`src/rtl/adc_window_cmp.sv`:
```
module adc_window_cmp #(
  parameter int DW = 10,
  parameter int CW = 3
) (
  input  logic          clk,
  input  logic          rst_n,
  input  logic          done_i,
  input  logic [CW-1:0] done_ch_i,
  input  logic [DW-1:0] done_data_i,
  input  logic          cmp_en_i,
  input  logic [CW-1:0] cmp_sel_i,
  input  logic [DW-1:0] hi_lim_i,
  input  logic [DW-1:0] lo_lim_i,
  input  logic          oor_irq_en_i,
  input  logic          mode_i,
  input  logic          clr_hi_i,
  input  logic          clr_lo_i,
  input  logic          clr_oor_i,
  input  logic          clr_cc_i,
  output logic          hi_st_o,
  output logic          lo_st_o,
  output logic          oor_flag_o,
  output logic          cc_flag_o
);

  logic hit, above, below, evt, any_clr;

  assign hit     = done_i && cmp_en_i && (done_ch_i == cmp_sel_i);
  assign above   = hit && (done_data_i > hi_lim_i);
  assign below   = hit && (done_data_i < lo_lim_i);
  assign evt     = above || below;
  assign any_clr = clr_hi_i || clr_lo_i || clr_oor_i || clr_cc_i;

  always_ff @(posedge clk or negedge rst_n) begin
    if (!rst_n) begin
      hi_st_o    <= 1'b0;
      lo_st_o    <= 1'b0;
      oor_flag_o <= 1'b0;
      cc_flag_o  <= 1'b0;
    end else begin
      hi_st_o    <= above || (hi_st_o && !clr_hi_i);
      lo_st_o    <= below || (lo_st_o && !clr_lo_i);
      oor_flag_o <= (evt && oor_irq_en_i) || (oor_flag_o && !clr_oor_i);
      cc_flag_o  <= (evt && oor_irq_en_i && !mode_i) || (cc_flag_o && !clr_cc_i);
    end
  end

  AST_SKIP_UNSELECTED: assert property (@(posedge clk) disable iff (!rst_n)
    (done_i && !(cmp_en_i && done_ch_i == cmp_sel_i) && !any_clr)
      |=> $stable({hi_st_o, lo_st_o, oor_flag_o, cc_flag_o}));
  AST_UPPER_SET: assert property (@(posedge clk) disable iff (!rst_n)
    (done_i && cmp_en_i && done_ch_i == cmp_sel_i && done_data_i > hi_lim_i) |=> hi_st_o);
  AST_LOWER_SET: assert property (@(posedge clk) disable iff (!rst_n)
    (done_i && cmp_en_i && done_ch_i == cmp_sel_i && done_data_i < lo_lim_i) |=> lo_st_o);
  AST_INSIDE_QUIET: assert property (@(posedge clk) disable iff (!rst_n)
    (done_data_i <= hi_lim_i && done_data_i >= lo_lim_i && !any_clr)
      |=> $stable({hi_st_o, lo_st_o, oor_flag_o, cc_flag_o}));
  AST_OOR_CAUSE: assert property (@(posedge clk) disable iff (!rst_n)
    ((hi_st_o || lo_st_o) && $rose(hi_st_o || lo_st_o) && $past(oor_irq_en_i)) |-> oor_flag_o);
  AST_MODE1_HOLD: assert property (@(posedge clk) disable iff (!rst_n)
    (mode_i && !clr_cc_i) |=> $stable(cc_flag_o));
  AST_STICKY: assert property (@(posedge clk) disable iff (!rst_n)
    (!done_i && !any_clr) |=> $stable({hi_st_o, lo_st_o, oor_flag_o, cc_flag_o}));

endmodule

```
`config.mk`:
```
export PLATFORM = sky130hd
export DESIGN_NAME = adc_window_cmp
export DESIGN_NICKNAME = d
export VERILOG_FILES = /design/src/rtl/adc_window_cmp.sv
export SDC_FILE = /design/constraint.sdc
export NUM_CORES = 1
export LEC_CHECK = 0
export ABC_AREA = 1
export ABC_CLOCK_PERIOD_IN_PS = 800
export BUFFER_PORTS_ARGS = -buffer_cell sky130_fd_sc_hd__buf_2
export CORE_UTILIZATION = 42
export DETAILED_ROUTE_END_ITERATION = 12
export GPL_TIMING_DRIVEN = 0
export PLACE_DENSITY = 0.81
export RECOVER_POWER = 50
export SYNTH_ARGS = -nofsm -noshare
export SYNTH_HDL_FRONTEND = slang
export SYNTH_SLANG_ARGS = --single-unit
```
`constraint.sdc`:
```
create_clock -name clk -period 0.8 [get_ports clk]
set_input_delay 0.04 -clock clk [delete_from_list [all_inputs] [get_ports clk]]
set_output_delay 0.04 -clock clk [all_outputs]
set_load 0.01 [all_outputs]
```
==> summary.md <==
| Metric | Value |
|---|---|
| DRT Pass-1 Iters | 5 |
| XOR/XNOR Fraction of Synth Area | 2.04% |
| Nets | 250 |
| Fmax | 969 MHz |
| Max_cap viols | 0 |
| # IOs | 50 |
| Port Buf Inserts | 49 |
| Largest family of logic cells by synthesized area | simple AND/OR/NAND/NOR gates |
| Setup CP Type | in -> reg |
| Period utilisation layout | 129% |
| Ys async rst share | 100% |
| Clock tree sinks | 4 |
| Fill cell count | 77 |
| Worst setup SP type | input pin |
| Post-synth EDFFs | 0 |
| Share of layout cells above drive strength 1 | 61.7% |
| # placed instances | 198 |
| Final worst slack | -0.233 ns |
| Hold Fails Final Rpt | 0 |
| LEAKAGE | 0.819 nW |
| Initial antenna violation count | 0 |
| Synth area leaders | ha_1 30%, inv_1 16%, nand2_1 16%, dfrtp_1 13%, nor2_1 4.7% |
| CP required | 0.94 ns |
| Commonest cells post-synth | 34 x inv_1, 33 x nand2_1, 19 x ha_1 |
| Syn-to-layout area delta | 97.0% |
| Htree depth | 1 |
| Final setup viols | 7 |
| CTS tree | built |
| Vias in the first global route | 876 |
| Worst IR drop on VDD | 0.000618 V |
| Outcome | finished with violations |
| RSZ-0062 raised after global routing | yes |
| Final hold slack | 0.0539 ns |
| DIE HEIGHT | 45.6 µm |
| HPWL after DPL | 1630 µm |
| DR DRC count | 0 |
| Synth Area in Adders | 29.8% |
| Sequential element share of the synthesized area | 12.5% |
| Total Power | 1.27 mW |
| Complex-gate fraction of the synthesized area | 9.09% |
| Seq cells post-synth | 4 |
| Critical-path maximum fanout | 2 |
| Prevailing post-synth register cell | dfrtp_1 |
| Vias/cell | 4.86 |
| Post-Syn Area | 798 µm² |
| Post-DRT Antenna Nets | 0 |
| DR WL/cell | 13.7 µm |
| CP arrival | 1.18 ns |
| Clock Tree Root | clkbuf_4 |
| Mux share of post-synthesis cell area | 0% |
| Starting Density | 45.7% |
| Synth warn | 0 |
| Largest net degree at the start of global routing | 5 |
| Post-layout min period | 1.03 ns |
| Dpl ws | -0.452 ns |
| Critical path capture point type | register |
| Distinct cell type count of the synthesized netlist | 17 |
| Core Area | 0.00175 mm² |
| Worst-Skew Late Latency | 0.26 ns |
| Setup tns final | -0.738 ns |
| Global-route wire length before repair | 3240 µm |
| Pwr/cell area | 807 mW/mm² |
| Post-synthesis cell type with the largest combined area | ha_1 |
| Clk_skew | 0 ns |
| Cell row count | 15 |
| GPL Wtd Cong | 0.705 |
| Avg Inst Size Synth | 6.44 µm² |
| 1st-iter DRT viols | 31 |
| CTS Buf Count | 3 |
| WL final | 2840 µm |
| Total Routing Usage GR | 21.7% |
| Diodes inserted | 0 |
| Non-filler cells, final | 208 |
| Failing checks | negative setup slack |
| Max-slew headroom | 83.2% |
| Synth Net Count | 189 |
| Min-Delay Path Class | in -> reg |
| Reg clk slew, reported paths | 0.04 ns |
| Congestion Overflow GR | 0 |
| Via count | 1011 |
| Synth Instances | 124 |
| Clock buffer depth | 2 |
| Die width | 45.6 µm |
| Die area | 0.00208 mm² |
| Count leader, synth | inv_1 |
| Simple logic cell fraction of the synthesized area | 30.1% |
| Post-synth top area share | 29.8% |
| Worst slew pin tran | 0.252 ns |
| Slew Limit Fails | 0 |
state kept, by name, indices dropped and copies added (netlist names):
register	flops
hi_st_o	1
lo_st_o	1
cc_flag_o	1
oor_flag_o	1
path summary, 6_finish.rpt:
path / startpoint / end / slack, ns / depth (start not counted)
setup / recovery: lo_lim_i[8] / cc_flag_o$_DFF_PN0_ / -0.23 / 10
hold / removal: oor_irq_en_i / oor_flag_o$_DFF_PN0_ / 0.05 / 3
setup reg to reg: lo_st_o$_DFF_PN0_ / lo_st_o$_DFF_PN0_ / 0.01 / 3
hold reg to reg: cc_flag_o$_DFF_PN0_ / cc_flag_o$_DFF_PN0_ / 0.53 / 2
max in group asynchronous: rst_n / oor_flag_o$_DFF_PN0_ / 0.44 / 2
min in group asynchronous: rst_n / hi_st_o$_DFF_PN0_ / 0.16 / 2
power by group:
| group | switching, mW | leakage (nW) | internal [mW] |
|---|---|---|---|
| logic | 0.372 | 0.750 | 0.397 |
| clock network | 0.115 | 0.0138 | 0.170 |
| registers | 0.00464 | 0.0554 | 0.211 |
| total | 0.492 | 0.819 | 0.778 |
metrics by stage:
stage               cell area (µm²)  utilization [%]
finish                         1570             90.1
global route                   1570             90.1
CTS                            1380             79.0
floorplan                       941                -
detailed placement             1220             69.7
global placement               1220             69.7
critical path, cell delays in order:
cell and delay, ns:
buf_2 0.10, inv_1 0.08, ha_4 0.28, nand2_4 0.06, nor2_4 0.14, nand3_2 0.12
nand4_4 0.12, nand2_2 0.08, nand3_2 0.08, nand2_2 0.06
layout by cell type, fill, tap and decap left out, drive strengths merged, types with 2 or more instances in the layout:
cell / Yosys / layout
dfrtp: 4 / 4
ha: 19 / 19
a21o: 2 / 2
clkbuf: 0 / 4
nor2: 13 / 13
buf: 0 / 51
a21oi: 4 / 4
nand2: 35 / 35
nand3: 6 / 6
dlygate4sd3: 0 / 4
o21ai: 3 / 3
inv: 35 / 35
layer usage:
layer  wire [µm]  vias to the layer above  share of wire (%)  global-route usage [%]
met4         108                        0                3.8                    9.09
met5           0                        -                  0                       0
met1        1010                      453                 35                    24.3
met2        1590                       51                 56                    40.6
li1            -                      496                  -                       -
met3         132                       11                4.6                    2.38
cell families (layout without fill, tap and decap cells):
logic type / after synthesis / in the layout
fa+ha+maj: 19 / 19
xor+xnor: 1 / 1
simple gates: 55 / 55
flops: 4 / 4
buf+inv: 35 / 94
compound gates: 10 / 10
final cells by class:
cell class | instances | area [µm²] | area share (%)
clock buffers | 3 | 22.5 | 1.43
inverters | 35 | 161 | 10.3
multi-input cells | 85 | 865 | 55.0
flip-flops and latches | 4 | 100 | 6.36
well taps | 25 | 31.3 | 1.99
repair buffers | 56 | 393 | 25.0
what timing repair did:
| action | in CTS | in global routing |
|---|---|---|
| endpoints found under the setup margin | 7 | 8 |
| setup buffers | 1 | 2 |
| hold buffers | 4 | 0 |
| endpoints found under the hold margin | 7 | 0 |
| gates resized for setup | 21 | 40 |
| pin swaps | 18 | 17 |
Note: power is estimated with default switching activity, not from simulation.
